<file path="config.mk">
export PLATFORM = sky130hd
export DESIGN_NAME = tmr_prescaled_counter
export DESIGN_NICKNAME = d
export VERILOG_FILES = /design/src/rtl/tmr_pkg.sv /design/src/rtl/tmr_edge_sync.sv /design/src/rtl/tmr_prescaler.sv /design/src/rtl/tmr_count_reg.sv /design/src/rtl/tmr_prescaled_counter.sv
export SDC_FILE = /design/constraint.sdc
export NUM_CORES = 1
export LEC_CHECK = 0
export ABC_AREA = 1
export BUFFER_PORTS_ARGS = -buffer_cell sky130_fd_sc_hd__buf_2
export CAP_MARGIN = 20
export CORE_MARGIN = 4
export CORE_UTILIZATION = 49
export CTS_CLUSTER_DIAMETER = 80
export CTS_CLUSTER_SIZE = 40
export DETAILED_ROUTE_END_ITERATION = 6
export MAX_ROUTING_LAYER = met4
export PLACE_DENSITY = 0.86
export SYNTH_ARGS = -nofsm -noshare
export SYNTH_HDL_FRONTEND = slang
export SYNTH_SLANG_ARGS = --single-unit
</file>
<file path="constraint.sdc">
create_clock -name clk -period 1.8 [get_ports clk]
set_input_delay 0.27 -clock clk [delete_from_list [all_inputs] [get_ports clk]]
set_output_delay 0.27 -clock clk [all_outputs]
set_load 0.02 [all_outputs]
</file>
<file path="src/rtl/tmr_pkg.sv">
package tmr_pkg;
   localparam int OPT_W        = 8;
   localparam int RATIO_W      = 3;
   localparam int OPT_SRC_BIT  = 7;
   localparam int OPT_EDGE_BIT = 6;
   localparam int OPT_OWN_BIT  = 5;

   typedef struct packed {
      logic               src_ext;
      logic               fall_edge;
      logic               pre_to_dog;
      logic [RATIO_W-1:0] ratio;
   } tmr_opt_t;

   function automatic tmr_opt_t opt_decode(input logic [OPT_W-1:0] w);
      tmr_opt_t o;
      o.src_ext    = w[OPT_SRC_BIT];
      o.fall_edge  = w[OPT_EDGE_BIT];
      o.pre_to_dog = w[OPT_OWN_BIT];
      o.ratio      = w[RATIO_W-1:0];
      return o;
   endfunction
endpackage

</file>
<file path="src/rtl/tmr_edge_sync.sv">
module tmr_edge_sync #(
   parameter int STAGES = 2
) (
   input  logic clk,
   input  logic rst_n,
   input  logic pin,
   input  logic fall_sel,
   output logic edge_pulse
);
   generate
      if (STAGES < 2) begin : g_bad_stages
         $error("tmr_edge_sync: STAGES must be at least 2");
      end
   endgenerate

   // sh_q[STAGES-1] is the synchronised level, sh_q[STAGES] its history
   logic [STAGES:0] sh_q;

   always_ff @(posedge clk or negedge rst_n) begin
      if (!rst_n) sh_q <= '0;
      else        sh_q <= {sh_q[STAGES-1:0], pin};
   end

   assign edge_pulse = fall_sel ? (sh_q[STAGES] & ~sh_q[STAGES-1])
                                : (sh_q[STAGES-1] & ~sh_q[STAGES]);

   // a single transition yields a single pulse
   assert_single_edge_R3: assert property (@(posedge clk) disable iff (!rst_n)
      edge_pulse |=> (!edge_pulse || (fall_sel != $past(fall_sel))));
endmodule

</file>
<file path="src/rtl/tmr_prescaler.sv">
module tmr_prescaler #(
   parameter int PRE_W   = 8,
   parameter int RATIO_W = 3
) (
   input  logic               clk,
   input  logic               rst_n,
   input  logic               clr,
   input  logic               ev,
   input  logic [RATIO_W-1:0] ratio,
   input  logic               extra,
   output logic               hit
);
   generate
      if (PRE_W < (1 << RATIO_W)) begin : g_bad_width
         $error("tmr_prescaler: PRE_W too small for the ratio field");
      end
   endgenerate

   logic [PRE_W-1:0] pre_q;
   logic [PRE_W-1:0] mask;
   logic [RATIO_W:0] shamt;

   assign shamt = {1'b0, ratio} + {{RATIO_W{1'b0}}, extra};

   generate
      for (genvar g = 0; g < PRE_W; g++) begin : g_mask
         assign mask[g] = (g < int'(shamt));
      end
   endgenerate

   assign hit = ev & ((pre_q & mask) == mask);

   always_ff @(posedge clk or negedge rst_n) begin
      if (!rst_n)   pre_q <= '0;
      else if (clr) pre_q <= '0;
      else if (ev)  pre_q <= pre_q + PRE_W'(1);
   end

   // the divider state moves only on a source event or a restart
   assert_pre_idle_R4: assert property (@(posedge clk) disable iff (!rst_n)
      (!ev && !clr) |=> $stable(pre_q));
   // a restart leaves the divider at zero
   assert_pre_clear_R8: assert property (@(posedge clk) disable iff (!rst_n)
      clr |=> (pre_q == '0));
endmodule

</file>
<file path="src/rtl/tmr_count_reg.sv">
module tmr_count_reg #(
   parameter int WIDTH = 8,
   parameter int HOLD  = 2
) (
   input  logic             clk,
   input  logic             rst_n,
   input  logic             we,
   input  logic [WIDTH-1:0] wdata,
   input  logic             inc,
   output logic [WIDTH-1:0] cnt_q,
   output logic             ovf_q,
   output logic             busy
);
   localparam int HW = $clog2(HOLD + 1);
   localparam logic [HW-1:0] HOLD_V = HW'(HOLD);

   generate
      if (HOLD < 1) begin : g_bad_hold
         $error("tmr_count_reg: HOLD must be at least 1");
      end
   endgenerate

   logic [HW-1:0] hold_q;
   logic          step;

   assign busy = we | (hold_q != '0);
   assign step = inc & ~busy;

   always_ff @(posedge clk or negedge rst_n) begin
      if (!rst_n) begin
         cnt_q  <= '0;
         ovf_q  <= 1'b0;
         hold_q <= '0;
      end else begin
         ovf_q <= step & (cnt_q == '1);
         if (we) begin
            cnt_q  <= wdata;
            hold_q <= HOLD_V;
         end else begin
            if (hold_q != '0) hold_q <= hold_q - HW'(1);
            if (step)         cnt_q  <= cnt_q + WIDTH'(1);
         end
      end
   end

   // checker-only: cycles elapsed since the last load, saturating at HOLD
   logic [HW-1:0] since_q;
   always_ff @(posedge clk or negedge rst_n) begin
      if (!rst_n)              since_q <= HOLD_V;
      else if (we)             since_q <= '0;
      else if (since_q < HOLD_V) since_q <= since_q + HW'(1);
   end

   // the written value lands unchanged
   assert_load_R9: assert property (@(posedge clk) disable iff (!rst_n)
      we |=> (cnt_q == $past(wdata)));
   // no movement inside the hold window
   assert_hold_R5: assert property (@(posedge clk) disable iff (!rst_n)
      ((since_q < HOLD_V) && !we) |=> $stable(cnt_q));
   // without a load the count moves by at most one
   assert_unit_step_R2: assert property (@(posedge clk) disable iff (!rst_n)
      !we |=> ((cnt_q == $past(cnt_q)) || (cnt_q == $past(cnt_q) + WIDTH'(1))));
   // the wrap pulse coincides with a zero count reached without a load
   assert_ovf_R6: assert property (@(posedge clk) disable iff (!rst_n)
      ovf_q |-> ((cnt_q == '0) && !$past(we)));
endmodule

</file>
<file path="src/rtl/tmr_prescaled_counter.sv">
module tmr_prescaled_counter
   import tmr_pkg::*;
#(
   parameter int CNT_W       = 8,
   parameter int PRE_W       = 8,
   parameter int SYNC_STAGES = 2,
   parameter int HOLD_CYC    = 2
) (
   input  logic             clk,
   input  logic             rst_n,
   input  logic             opt_we,
   input  logic [OPT_W-1:0] opt_wdata,
   input  logic             cnt_we,
   input  logic [CNT_W-1:0] cnt_wdata,
   output logic [CNT_W-1:0] cnt_rdata,
   input  logic             ext_clk_pin,
   input  logic             dog_src,
   output logic             dog_tick,
   output logic             ovf_pulse
);
   generate
      if (CNT_W < 2) begin : g_bad_cnt
         $error("tmr_prescaled_counter: CNT_W must be at least 2");
      end
   endgenerate

   tmr_opt_t opt_q;
   logic     pin_edge, src_ev, tmr_ev, busy;
   logic     pre_ev, pre_clr, pre_hit, cnt_inc;

   always_ff @(posedge clk or negedge rst_n) begin
      if (!rst_n)      opt_q <= '1;
      else if (opt_we) opt_q <= opt_decode(opt_wdata);
   end

   tmr_edge_sync #(.STAGES(SYNC_STAGES)) u_sync (
      .clk(clk), .rst_n(rst_n), .pin(ext_clk_pin),
      .fall_sel(opt_q.fall_edge), .edge_pulse(pin_edge));

   assign src_ev  = opt_q.src_ext ? pin_edge : 1'b1;
   assign tmr_ev  = src_ev & ~busy;
   assign pre_ev  = opt_q.pre_to_dog ? dog_src : tmr_ev;
   assign pre_clr = opt_we | (cnt_we & ~opt_q.pre_to_dog);
   assign cnt_inc = opt_q.pre_to_dog ? tmr_ev : pre_hit;

   tmr_prescaler #(.PRE_W(PRE_W), .RATIO_W(RATIO_W)) u_pre (
      .clk(clk), .rst_n(rst_n), .clr(pre_clr), .ev(pre_ev),
      .ratio(opt_q.ratio), .extra(~opt_q.pre_to_dog), .hit(pre_hit));

   tmr_count_reg #(.WIDTH(CNT_W), .HOLD(HOLD_CYC)) u_cnt (
      .clk(clk), .rst_n(rst_n), .we(cnt_we), .wdata(cnt_wdata),
      .inc(cnt_inc), .cnt_q(cnt_rdata), .ovf_q(ovf_pulse), .busy(busy));

   always_ff @(posedge clk or negedge rst_n) begin
      if (!rst_n) dog_tick <= 1'b0;
      else        dog_tick <= opt_q.pre_to_dog ? pre_hit : dog_src;
   end

   // undivided watchdog path while the counter owns the prescaler
   assert_dog_bypass_R7: assert property (@(posedge clk) disable iff (!rst_n)
      !opt_q.pre_to_dog |=> (dog_tick == $past(dog_src)));
   // clock source with the prescaler lent away counts every free cycle
   assert_clk_rate_R2: assert property (@(posedge clk) disable iff (!rst_n)
      (!opt_q.src_ext && opt_q.pre_to_dog && !busy)
         |=> (cnt_rdata == $past(cnt_rdata) + CNT_W'(1)));
endmodule

</file>
; ---- Word level (Yosys, flattened, before mapping)
; Index checks and enable logic that the tools add are counted.
[totals]
mem_count = 0
word_cells = 53
output_inout_bits = 10
inputBits = 22
register_bits = 29
latch_bits = 0
mem_bits_rw = 0
romBits = 0
[classes]
bitwise_logic = 14
shift = 0
n_reduce_logical = 4
n_mul = 0
n_addsub = 4
div = 0
n_mux = 11
n_eq_ne = 2
order_cmp = 8
[op_table]
columns = operator, n
row1 = 8-bit two-way mux, 4
row2 = 8-bit by 1-bit adder with 8-bit output (second input constant), 2
row3 = 3-bit by 4-bit less-than comparator with 1-bit output (first input constant), 4
row4 = 8-bit AND, 1
row5 = 8-bit == test, 1
row6 = 8-bit == test (second input constant), 1
row7 = 1-bit by 4-bit less-than comparator with 1-bit output (first input constant), 2
row8 = 2-bit by 4-bit less-than comparator with 1-bit output (first input constant), 2
row9 = 2-bit nonzero test, 4
row10 = 1-bit AND, 7
row11 = 1-bit two-way mux, 5
row12 = 3-bit by 1-bit adder with 4-bit output, 1
row13 = 2-bit two-way mux, 2
row14 = 1-bit NOT, 4
row15 = 1-bit OR, 2
row16 = 2-bit by 1-bit subtractor with 2-bit output (second input constant), 1

; ---- Longest topological paths before layout
; Gate-level depths: netlist of the first run.
[depth]
ltp_word = 11
mapped_depth = 14
mapped_depth_nobuf = 14

; ---- By module
; From an unflattened synthesis of the first run, not the netlist that was laid out.
[unflattened]
hier_cells = 229
area_unflattened_um2 = 1685.4
[by_module_without_submodules]
columns = mod, area_each_um2, seq_area_each_um2, n_inst, cells_per_inst
row1 = tmr_count_reg, 705.7, 275.3, 1, 101
row2 = tmr_prescaler, 564.3, 200.2, 1, 78
row3 = tmr_prescaled_counter, 315.3, 182.7, 1, 41
row4 = tmr_edge_sync, 100.1, 75.1, 1, 9

; ---- Worst setup path before layout of the first run
; Ideal clock, no wire load.
[synth_path]
path_type = reg2reg
start = reg opt_q[3] in the netlist's numbering
end = reg u_cnt.cnt_q[3]
t_required_ns = 1.683
period_less_slack_ns = 1.904
arrival_time_ns = 1.787
n_path_buf = 0
path_stages_with_launch = 15
slack_ns = -0.104
setup_time_ns = 0.117
path_cell_list = dfstp_2 inv_1 ha_1 ha_1 nand2_1 nor2_1 nor2_2 nand2_1 nand2_1 nand2_2 nand2_2 nand2_4 nand2_8 nand2_1 nand2_1
[synth_between]
elab_chain_cells = 9
elab_cells_between_ends = 17
classes_between = add/sub: 1 / order compare: 8 / eq/ne: 1 / mux: 2 / bitwise: 4 / reduce/logical: 1
[synth_lines]
columns = item, line_no
row1 = start: declaration, tmr_prescaled_counter.sv:27  ; tmr_opt_t opt_q;
row2 = start signal: assignment, tmr_prescaled_counter.sv:33  ; else if (opt_we) opt_q <= opt_decode(opt_wdata);
row3 = 1-bit NOT, tmr_prescaled_counter.sv:48  ; .ratio(opt_q.ratio), .extra(~opt_q.pre_to_dog), .hit(pre_hit));
row4 = 3-bit by 1-bit adder with 4-bit output, tmr_prescaler.sv:23  ; assign shamt = {1'b0, ratio} + {{RATIO_W{1'b0}}, extra};
row5 = 1-bit by 4-bit less-than comparator with 1-bit output (tied with other cells), tmr_prescaler.sv:27  ; assign mask[g] = (g < int'(shamt));
row6 = 8-bit AND, tmr_prescaler.sv:31  ; assign hit = ev & ((pre_q & mask) == mask);
row7 = 8-bit == test, tmr_prescaler.sv:31
row8 = 1-bit AND, tmr_prescaler.sv:31
row9 = 1-bit two-way mux *, tmr_prescaled_counter.sv:44  ; assign cnt_inc = opt_q.pre_to_dog ? tmr_ev : pre_hit;
row10 = 1-bit AND *, tmr_count_reg.sv:27  ; assign step = inc & ~busy;
row11 = 2-bit nonzero test (no source line) *, n/a
row12 = end signal: assignment, tmr_count_reg.sv:37  ; cnt_q <= wdata;
row13 = end signal: assignment, tmr_count_reg.sv:41  ; if (step) cnt_q <= cnt_q + WIDTH'(1);
row14 = end: declaration, tmr_count_reg.sv:10  ; output logic [WIDTH-1:0] cnt_q,
; Every way passes the cells marked *; elsewhere a longest branch is shown, timed or not.
; A chain may end at the register's enable or synchronous reset.

; ---- Worst setup path in the final report of the first run
[layout_path]
start = reg opt_q[3] in the netlist's numbering
end = reg u_cnt.cnt_q[4]
; The elaborated chain is that of the path after synthesis.

==> impl_results.md, run 1 <==
* Post-Synthesis Cell Area at 0.001608 sq mm
* Slowest cell delay on critical path at 0.56 ns
* Total CTS buffers at 5
* Compound-Gate Fraction of Synth Area at 6.926%
* CP startpoint: opt_q[3]
* Root Buffer: clkbuf_4
* Total of max-cap violations at 0
* Tmin final at 1.929 ns
* Critical Path End Type: flip-flop
* Final #Nets at 280
* Final worst-path cycle share at 107.2%
* Share of layout cells above drive strength 1 at 27.95%
* Initial Util at 51.81%
* Area Growth Syn to Fin at 23.89%
* Switching share of power at 35.82%
* XOR/XNOR Fraction of Synth Area at 2.724%
* Number of buffers added on ports at 29
* Final GP Congestion at 0.8391
* Post-detailed-route DRC marker count at 0
* Routed len/inst at 11.67 microns
* RSZ-0062 raised after global routing: yes
* Die H at 65.28 microns
* Slew Limit Fails at 0
* VDD IR max at 431.8 uV
* I/O pin count at 32
* Final Cell Area at 0.001992 sq mm
* Overall Power at 1.689 mW
* FF-to-FF path depth at 14
* Failing checks: negative setup slack
* Number of vias per cell at 4.883
* R2r startpoint: opt_q[3]
* CTS tree: done
* Post-DP Area at 0.001852 sq mm
* Core Region at 0.003103 sq mm
* Largest family of logic cells by synthesized area: simple AND/OR/NAND/NOR gates
* Switching Power at 0.6048 mW
* Seq pwr share at 46.9%
* Post-synthesis cell type count at 27
* Antenna violations before repair at 0
* Largest net degree at the start of global routing at 30
* Clk pwr share at 22.7%
* Power density over the cells at 847.7 mW/mm^2
* Chip width at 65.28 microns
* HP Class: in -> reg
* Syn_area_per_cell at 7.584 sq um
* Fmax at 0.5184 GHz
* Critical R2R Capture: u_cnt.cnt_q[4]
* #FFs+latches synth at 29
* Initial DRC count at 69
* Most frequent cells in the layout: nand2_1 (70), buf_2 (29), nand3_1 (23), dfrtp_1 (23), inv_1 (19)
* Post-Synthesis Cells at 212
* All-Layer GR Usage at 17.79%
* Startpoint Class: flip-flop
* Simple-gate portion of the synthesized area at 34.79%
* Vias in the first global route at 1320
* # diodes at 0
* Status: finished with violations
* Syn_nets at 239
* Clock sinks at 29
* R2r setup slk at -0.13 ns
* DRT antenna net count at 0
* Placement row count at 20
* DR vias at 1455
* Area of the multi-input gates at 862.1 sq um
* Hold_ws at 0.04691 ns
* CP arrival at 2.15 ns
* Slew HR at 58.67%
* Final worst slack at -0.1291 ns
* YS warnings at 0
* Clk Latency, worst-skew pair at 0.33 ns
* DPL Wire Length at 2309 microns
* Pre-Repair DR Iteration Count at 4
* Mux cell area share after synthesis at 0%
* H-tree depth at 2
* Seq/Total Area, Yosys at 45.60%
* Gate power share at 30.4%
* Crit path cell chain: inv_2, ha_4, ha_4, nand2_2, nor2_2, nor2_2, nand2_1, nand2_1, nand2_2, nand2_4, nand2_8, nand2_8, nand2_4, nand2_2
* Setup CP Type: reg -> reg
* Register area at 733.2 sq um
* Worst slew pin tran at 0.6200 ns
* DRT Wirelength at 3478 microns
* P_leak at 1.017 nW
* Clk slew on worst S/H paths at 0.10 ns
* Hold Startpoint: ext_clk_pin
* CP most frequent cell: nand2_2
* Final Skew at 0.01405 ns
* Cell Int Power at 1.084 mW
* Number of fill cells in the layout at 281
* Commonest non-fill, non-tap cell in the layout: nand2_1
* Fin Setup TNS at -1.048 ns
* Global-route wire length before repair at 5761 microns
* Setup violators final at 9
* Slowest stage cell, crit path: dfstp_2
* Clk buf depth at 2
* CP Capture Point: u_cnt.cnt_q[4]
* Crit-path max FO at 8
* Adder-cell share of the synthesized area at 3.891%
* WP data required at 2.02 ns
* Die ar. at 0.004261 sq mm
* Global route overflow at 0
* Fin. Hold Viols at 0
==> logic make-up after synthesis <==
kind of cell	Yosys count
adders and majority gates	5
xor gates and xnor gates	5
AOI/OAI and AO/OA	20
buffers and inverters	26
DFF	29
and+or+nand+nor	127
==> metal layers <==
metal	up-vias	GRT usage (%)	routed length (microns)
li1	757	-	-
met1	654	21.91	1568
met2	36	29.58	1695
met3	8	2.564	136
met4	0	6.995	78
met5	-	-	0
==> worst min-delay path by stage <==
stage | endpoint | slack (ns) | cells past startpoint
after CTS | u_sync.sh_q[0] | 0.04 | 1
after global routing | u_sync.sh_q[0] | 0.04 | 1
after global placement | u_pre.pre_q[3] | 0.32 | 1
final | u_sync.sh_q[0] | 0.05 | 1
after floorplan | dog_tick | -0.03 | 0
after detailed placement | u_pre.pre_q[3] | 0.33 | 1
==> critical path, delay by kind of cell, from the launching register on <==
family                     cells  cell delay, ns
buffers and inverters          1            0.05
adders and majority gates      2            0.44
DFF                            1            0.56
and+or+nand+nor               11            0.76
==> registers in the layout, summed over array words and instances (netlist names) <==
name / count
u_cnt.cnt_q: 8
dog_tick: 1
opt_q: 6
u_cnt.ovf_q: 1
u_sync.sh_q: 3
u_cnt.hold_q: 2
u_pre.pre_q: 8
==> synth_stat cells <==
library cell | instances | area (sq um)
o21ai_0 | 8 | 40.04
nand2_1 | 75 | 281.5
dfrtp_1 | 23 | 575.6
nand2_2 | 3 | 18.77
o211ai_1 | 1 | 7.510
nand2_4 | 1 | 11.26
o21bai_1 | 1 | 7.510
nand4_1 | 3 | 18.77
nor2_1 | 16 | 60.06
nand2_8 | 1 | 20.02
or2_1 | 1 | 6.260
a21oi_1 | 3 | 15.01
o21ai_1 | 4 | 20.02
nor2_2 | 1 | 6.260
inv_1 | 20 | 75.07
nor3_2 | 1 | 10.01
inv_2 | 3 | 11.26
nor3_1 | 1 | 5.000
dfstp_2 | 6 | 157.7
xnor2_1 | 3 | 26.28
xor2_1 | 2 | 17.52
o22ai_1 | 1 | 6.260
clkbuf_1 | 3 | 11.26
nand3_1 | 23 | 115.1
a21boi_0 | 2 | 15.01
or2_0 | 1 | 6.260
ha_1 | 5 | 62.56
==> power groups by stage <==
stage	Sequential, mW	Clock (mW)	Combinational, mW
6_report	0.793	0.383	0.513
2_1_floorplan	0.834	0	0.258
5_1_grt	0.804	0.424	0.573
3_3_place_gp	0.800	0	0.413
4_1_cts	0.791	0.394	0.456
3_5_place_dp	0.802	0	0.425
==> timing repair <==
action	CTS	global route
cloned	1	0
resized for setup	5	8
pin swaps	7	5
endpoints found under the hold margin	23	0
hold buffers	1	0
endpoints found under the setup margin	9	17
buffers inserted	1	1
==> through the flow <==
stage / util (%) / std cells / setup slack, ns
floorplan: - / 212 / -0.03536
global placement: 59.68 / 286 / -0.1151
detailed placement: 59.68 / 286 / -0.1465
CTS: 62.90 / 297 / -0.1101
global route: 64.19 / 298 / -0.2185
finish: 64.19 / 298 / -0.1291
==> area by class of cell <==
class / instances / share of cell area, %
multi-input cells: 158 / 43.28
inverters: 23 / 4.334
repair buffers: 36 / 10.05
clock inverters: 3 / 0.8794
clock buffers: 5 / 1.884
well taps: 44 / 2.764
flip-flops and latches: 29 / 36.81
(Power assumes the default switching activity.)
==> run 2: changes to the inputs <==
--- a/config.mk
+++ b/config.mk
@@ -15,6 +15,8 @@
 export DETAILED_ROUTE_END_ITERATION = 6
 export MAX_ROUTING_LAYER = met4
 export PLACE_DENSITY = 0.86
+export SETUP_SLACK_MARGIN = 0.05
+export SLEW_MARGIN = 20
 export SYNTH_ARGS = -nofsm -noshare
 export SYNTH_HDL_FRONTEND = slang
 export SYNTH_SLANG_ARGS = --single-unit
==> run 2 against run 1 <==
The flow still finishes with violations (negative setup slack); first-iteration DRC count is 4.3% higher; hold slack hardly changed; non-clock buffer count stayed put; routed wire length is 0.40% higher; combinational power hardly changed; flip-flop and latch count stayed put; critical path depth stayed put; die area stayed put; power is 0.34% higher; critical endpoint unchanged; global-route usage stayed put.
==> impl_results.md, run 2 (synthesized netlist as in run 1, its figures left out) <==
* Status: finished with violations
* Failing checks: negative setup slack
* DR vias at 1453 (-0.14%)
* H-tree depth at 2 (unchanged)
* Register area at 733.2 sq um (unchanged)
* Non-Filler Instances at 298 (unchanged)
* Final GP Congestion at 0.8391 (unchanged)
* RSZ-0062 raised after global routing: yes
* Antenna violations before repair at 0 (unchanged)
* P_leak at 1.017 nW (about the same)
* Number of fill cells in the layout at 281 (unchanged)
* CTS tree: done
* Fmax at 0.5181 GHz (about the same)
* Power density over the cells at 849.5 mW/mm^2 (+0.21%)
* # diodes at 0 (unchanged)
* HP Class: in -> reg
* Root Buffer: clkbuf_4
* Initial DRC count at 72 (+4.3%)
* Slew Limit Fails at 0 (unchanged)
* Worst slew pin tran at 0.6222 ns (+0.002216 ns)
* Layer with the highest usage: met2
* Startpoint Class: flip-flop
* VDD IR max at 435.9 uV (+0.94%)
* Met2 Use GR at 29.58% (unchanged)
* All-Layer GR Usage at 17.79% (unchanged)
* Total of max-cap violations at 0 (unchanged)
* Die H at 65.28 microns (unchanged)
* Post-detailed-route DRC marker count at 0 (unchanged)
* Global-route wire length before repair at 5761 microns (unchanged)
* Final worst-path cycle share at 107.2% (about the same)
* Placement row count at 20 (unchanged)
* Final #Nets at 280 (unchanged)
* Die ar. at 0.004261 sq mm (unchanged)
* DPL Wire Length at 2309 microns (unchanged)
* WP data required at 2.02 ns (about the same)
* Most frequent cells in the layout: nand2_1 (70), buf_2 (29), nand3_1 (23), dfrtp_1 (23), inv_1 (18)
* Final worst slack at -0.1303 ns (-0.001168 ns)
* Setup CP Type: reg -> reg
* Clk buf depth at 2 (unchanged)
* Met1 global-route usage at 21.91% (unchanged)
* Initial Util at 51.81% (unchanged)
* GR Util met3 at 2.564% (unchanged)
* Overall Power at 1.694 mW (+0.34%)
* Clk slew on worst S/H paths at 0.10 ns (about the same)
* Core Region at 0.003103 sq mm (unchanged)
* Biggest regs: u_cnt.cnt_q (8), u_pre.pre_q (8), opt_q (6)
* DRT Wirelength at 3492 microns (+0.40%)
* Tmin final at 1.930 ns (+0.001168 ns)
* Critical Path End Type: flip-flop
* Vias in the first global route at 1320 (unchanged)
* Commonest non-fill, non-tap cell in the layout: nand2_1
* Clk Latency, worst-skew pair at 0.33 ns (about the same)
* Area of the multi-input gates at 864.6 sq um (+0.29%)
* Share of layout cells above drive strength 1 at 28.74% (+0.79 points)
* I/O pin count at 32 (unchanged)
* Slew HR at 58.52% (-0.15 points)
* Fin util at 64.27% (+0.081 points)
* DRT antenna net count at 0 (unchanged)
* Crit-path max FO at 8 (unchanged)
* Area Growth Syn to Fin at 24.05%
* Global route overflow at 0 (unchanged)
* Hold_ws at 0.04685 ns (-0.00006290 ns)
* Total CTS buffers at 5 (unchanged)
* Routed len/inst at 11.72 microns (+0.40%)
* Final Skew at 0.01639 ns (+0.002343 ns)
* Number of vias per cell at 4.876 (-0.14%)
* Pre-Repair DR Iteration Count at 4 (unchanged)
* Largest net degree at the start of global routing at 30 (unchanged)
* Number of buffers added on ports at 29 (unchanged)
* Clock sinks at 29 (unchanged)
* CP arrival at 2.15 ns (about the same)
* Setup violators final at 9 (unchanged)
* Chip width at 65.28 microns (unchanged)
* Fin. Hold Viols at 0 (unchanged)
* Placed insts at 286 (unchanged)
[run 2: final timing paths]
check | to | cells past startpoint | slack, ns | from
worst max-delay path | u_cnt.cnt_q[4] | 14 | -0.13 | opt_q[3]
worst min-delay path | u_sync.sh_q[0] | 1 | 0.05 | ext_clk_pin
worst max register to register | u_cnt.cnt_q[4] | 14 | -0.13 | opt_q[3]
worst min register to register | u_sync.sh_q[1] | 0 | 0.36 | u_sync.sh_q[0]
max in group asynchronous | dog_tick | 2 | 0.89 | rst_n
min in group asynchronous | u_pre.pre_q[3] | 2 | 0.48 | rst_n
[run 2: layout make-up]
| type | count | share of cell area [%] |
|---|---|---|
| Clock buffer | 5 | 1.882 |
| Multi-Input combinational cell | 158 | 43.35 |
| Sequential cell | 29 | 36.76 |
| Tap cell | 44 | 2.760 |
| Inverter | 23 | 4.329 |
| Clock inverter | 3 | 0.8783 |
| Timing Repair Buffer | 36 | 10.04 |
[run 2: critical path: stages, from the launching register on]
cell,delay [ns]
dfstp_2,0.56
inv_2,0.05
ha_4,0.16
ha_4,0.28
nand2_2,0.05
nor2_2,0.11
nor2_2,0.04
nand2_1,0.05
nand2_1,0.05
nand2_2,0.08
nand2_4,0.08
nand2_8,0.11
nand2_8,0.08
nand2_4,0.07
nand2_2,0.04
[run 2: timing repair]
action	in CTS	in global routing
pin swaps	7	5
setup endpoints to repair	9	18
resized for setup	5	10
hold buffers	1	0
cloned	1	0
buffers inserted	1	1
hold endpoints to repair	23	0
[run 2: per-layer routing]
layer | vias up | routed length (microns)
met3 | 8 | 138
met4 | 0 | 78
met1 | 651 | 1578
li1 | 758 | -
met2 | 36 | 1696
met5 | - | 0
[run 2: power by group]
part,switching (mW),internal (mW)
registers,0.0639,0.730
logic,0.307,0.208
clock network,0.238,0.147
total,0.609,1.08
[run 2: through the flow]
| step | setup TNS [ns] | setup slack [ns] | instance area [sq um] |
|---|---|---|---|
| 6_report | -1.056 | -0.1303 | 1994 |
| 5_1_grt | -1.828 | -0.2185 | 1994 |
| 4_1_cts | -0.8963 | -0.1101 | 1952 |
| 3_5_place_dp | -1.157 | -0.1465 | 1852 |
| 3_3_place_gp | -1.001 | -0.1151 | 1852 |
| 2_1_floorplan | -0.2752 | -0.03536 | 1633 |
==> run 3: changes to the inputs <==
--- a/config.mk
+++ b/config.mk
@@ -9,12 +9,13 @@
 export BUFFER_PORTS_ARGS = -buffer_cell sky130_fd_sc_hd__buf_2
 export CAP_MARGIN = 20
 export CORE_MARGIN = 4
-export CORE_UTILIZATION = 49
+export CORE_UTILIZATION = 58
 export CTS_CLUSTER_DIAMETER = 80
 export CTS_CLUSTER_SIZE = 40
 export DETAILED_ROUTE_END_ITERATION = 6
 export MAX_ROUTING_LAYER = met4
-export PLACE_DENSITY = 0.86
+export PLACE_DENSITY = 0.94
+export RECOVER_POWER = 25
 export SETUP_SLACK_MARGIN = 0.05
 export SLEW_MARGIN = 20
 export SYNTH_ARGS = -nofsm -noshare
==> constraint.sdc (replaced) <==
create_clock -name clk -period 2.23 [get_ports clk]
set_input_delay 0.3345 -clock clk [delete_from_list [all_inputs] [get_ports clk]]
set_output_delay 0.3345 -clock clk [all_outputs]
set_load 0.02 [all_outputs]
==> run 3 against run 2 <==
The flow finishes with violations (max-capacitance violations); design area shrank 7.0%; clock power shrank 22%; clock-buffer cell count grew 1; die area shrank 14%; critical endpoint is now u_cnt.cnt_q[5].
==> impl_results.md, run 3 (synthesized netlist as in run 1, its figures left out) <==
* Post-detailed-route DRC marker count at 0 (unchanged)
* Most frequent cells in the layout: nand2_1 (75), buf_2 (28), nand3_1 (23), dfrtp_1 (23), inv_1 (20)
* Setup bufs post-CTS at 0 (-1)
* P_leak at 0.9741 nW (-4.2%)
* Number of vias per cell at 5.337 (+9.5%)
* DRT antenna net count at 0 (unchanged)
* CP arrival at 2.27 ns (+0.12 ns)
* Fmax at 0.4912 GHz (-5.2%)
* WP buf/inv at 1 (unchanged)
* Power density over the cells at 693.1 mW/mm^2 (-18%)
* Area of the multi-input gates at 803.3 sq um (-7.1%)
* Root Buffer: clkbuf_4
* R2r startpoint: opt_q[3]
* Final Skew at 0.007902 ns (-0.008489 ns)
* Clk slew on worst S/H paths at 0.09 ns (about the same)
* Clk buf depth at 2 (unchanged)
* Critical R2R Capture: u_cnt.cnt_q[5]
* Critical Path End Type: flip-flop
* Initial DRC count at 52 (-28%)
* Slowest cell delay on critical path at 0.55 ns (about the same)
* Routed length on met3 at 194 microns (+41%)
* Fin. Hold Viols at 0 (unchanged)
* WP data required at 2.46 ns (+0.44 ns)
* Tmin final at 2.036 ns (+0.1054 ns)
* Final GP Congestion at 0.8729 (+4.0%)
* Chip width at 60.65 microns (-7.1%)
* Hold_ws at 0.1000 ns (+0.05316 ns)
* Cell Int Power at 0.8397 mW (-23%)
* Commonest non-fill, non-tap cell in the layout: nand2_1
* WHS Path Cells at 1 (unchanged)
* Initial Util at 62.62% (+11 points)
* Slowest stage cell, crit path: dfstp_2
* Clk Latency, worst-skew pair at 0.33 ns (about the same)
* Fin util at 72.27% (+8.0 points)
* Number of fill cells in the layout at 212 (-25%)
* Crit-path max FO at 10 (+2)
* Clock sinks at 29 (unchanged)
* Final #Nets at 272 (-2.9%)
* H-tree depth at 2 (unchanged)
* Global-route wire length before repair at 5699 microns (-1.1%)
* HP Class: in -> reg
* Switching Power at 0.4464 mW (-27%)
* DPL Wire Length at 2392 microns (+3.6%)
* Met2 WL at 1636 microns (-3.5%)
* Slew HR at 0.3107% (-58 points)
* Total CTS buffers at 5 (unchanged)
* Routed len/inst at 11.76 microns (+0.36%)
* I/O pin count at 32 (unchanged)
* Slew Limit Fails at 0 (unchanged)
* DRT Wirelength at 3246 microns (-7.0%)
* Status: finished with violations
* Total of max-cap violations at 1 (+1)
* Seq pwr share at 49.6% (+2.7 points)
* Placement row count at 18 (-10%)
* Setup CP Type: reg -> reg
* Setup violators final at 0 (-9)
* Core Region at 0.002567 sq mm (-17%)
* Register area at 733.2 sq um (unchanged)
* # diodes at 0 (unchanged)
* Pre-Repair DR Iteration Count at 4 (unchanged)
* Global route overflow at 0 (unchanged)
* Antenna violations before repair at 0 (unchanged)
* Worst slack, placed at 0.1252 ns (+0.2717 ns)
* DRT met1 WL at 1357 microns (-14%)
* R2r setup slk at 0.19 ns (+0.32 ns)
* Final worst slack at 0.1942 ns (+0.3246 ns)
* Worst hold endpoint: u_sync.sh_q[0]
* CP most frequent cell: nand2_1
* Area Growth Syn to Fin at 15.41%
* RSZ-0062 raised after global routing: no
* Worst slew pin tran at 1.495 ns (+0.8731 ns)
* Biggest regs: u_cnt.cnt_q (8), u_pre.pre_q (8), opt_q (6)
* Number of buffers added on ports at 29 (unchanged)
* Uppermost layer routed: met4
* Startpoint Class: flip-flop
* Gate power share at 27.2% (-3.2 points)
* Largest net degree at the start of global routing at 30 (unchanged)
* Die H at 60.65 microns (-7.1%)
* Final worst-path cycle share at 91.29% (-16 points)
* DR vias at 1473 (+1.4%)
* CTS tree: done
* Failing checks: max-capacitance violations
* VDD IR max at 697.7 uV (+60%)
* Die ar. at 0.003678 sq mm (-14%)
* Clk pwr share at 23.2% (+0.5 points)
* Crit path cell chain: inv_1, ha_2, ha_4, nand2_1, nor2_1, nor2_2, nand2_1, nand2_1, nand2_2, nand2_2, nand2_8, nand2_8, nand2_1, nand2_1
* CP top delay family: simple AND/OR/NAND/NOR gates
* Switching share of power at 34.71% (-1.3 points)
* Share of layout cells above drive strength 1 at 21.95% (-6.8 points)
* FF-to-FF path depth at 14 (unchanged)
* Vias in the first global route at 1385 (+4.9%)
* Hold Startpoint: ext_clk_pin
* Fin Setup TNS at 0 ns (+1.056 ns)
* All-Layer GR Usage at 21.80% (+4.0 points)
[run 3: layout make-up]
type | instances | share of cell area [%]
multi-input combinational | 157 | 43.29
timing repair buffer | 29 | 7.755
clock inverter | 2 | 0.5394
inverter | 23 | 4.653
clock buffer | 6 | 2.225
tap | 30 | 2.023
sequential | 29 | 39.51
[run 3: metal layers]
metal  GRT usage [%]  vias up
met5               -        -
met4           7.430        0
met3           7.021        6
met2           34.35       39
met1           26.39      688
li1                -      740
[run 3: worst reg2reg max path, stage by stage, from the launching register on]
cell and delay, ns:
dfstp_2 0.55, inv_1 0.09, ha_2 0.20, ha_4 0.29
nand2_1 0.07, nor2_1 0.11, nor2_2 0.05, nand2_1 0.05
nand2_1 0.06, nand2_2 0.07, nand2_2 0.08, nand2_8 0.12
nand2_8 0.08, nand2_1 0.08, nand2_1 0.05
[run 3: repair_timing]
item,CTS,global route
setup endpoints to repair,0,8
hold buffers,0,0
resized for setup,0,4
[run 3: how the worst max path moves through the flow]
| stage | slack [ns] | depth (start not counted) | end | start |
|---|---|---|---|---|
| 3_5_place_dp | 0.13 | 14 | u_cnt.cnt_q[0] | opt_q[3] |
| 2_1_floorplan | 0.33 | 14 | u_cnt.cnt_q[3] | opt_q[3] |
| 6_report | 0.19 | 14 | u_cnt.cnt_q[5] | opt_q[3] |
| 5_1_grt | 0.05 | 14 | u_cnt.cnt_q[0] | opt_q[3] |
| 4_1_cts | 0.12 | 14 | u_cnt.cnt_q[5] | opt_q[3] |
| 3_3_place_gp | 0.18 | 14 | u_cnt.cnt_q[0] | opt_q[3] |
[run 3: power groups by stage]
stage	sequential [mW]	combinational (mW)	clock, mW
2_1_floorplan	0.672	0.201	0
3_3_place_gp	0.644	0.316	0
3_5_place_dp	0.646	0.337	0
4_1_cts	0.636	0.339	0.308
5_1_grt	0.647	0.397	0.336
6_report	0.638	0.349	0.299
[run 3: through the flow]
step	std cells	cell area (sq um)	total power [mW]
after global routing	276	1856	1.381
after CTS	276	1831	1.284
after detailed placement	268	1779	0.9828
after global placement	268	1779	0.9596
final	276	1856	1.286
after floorplan	212	1608	0.8730
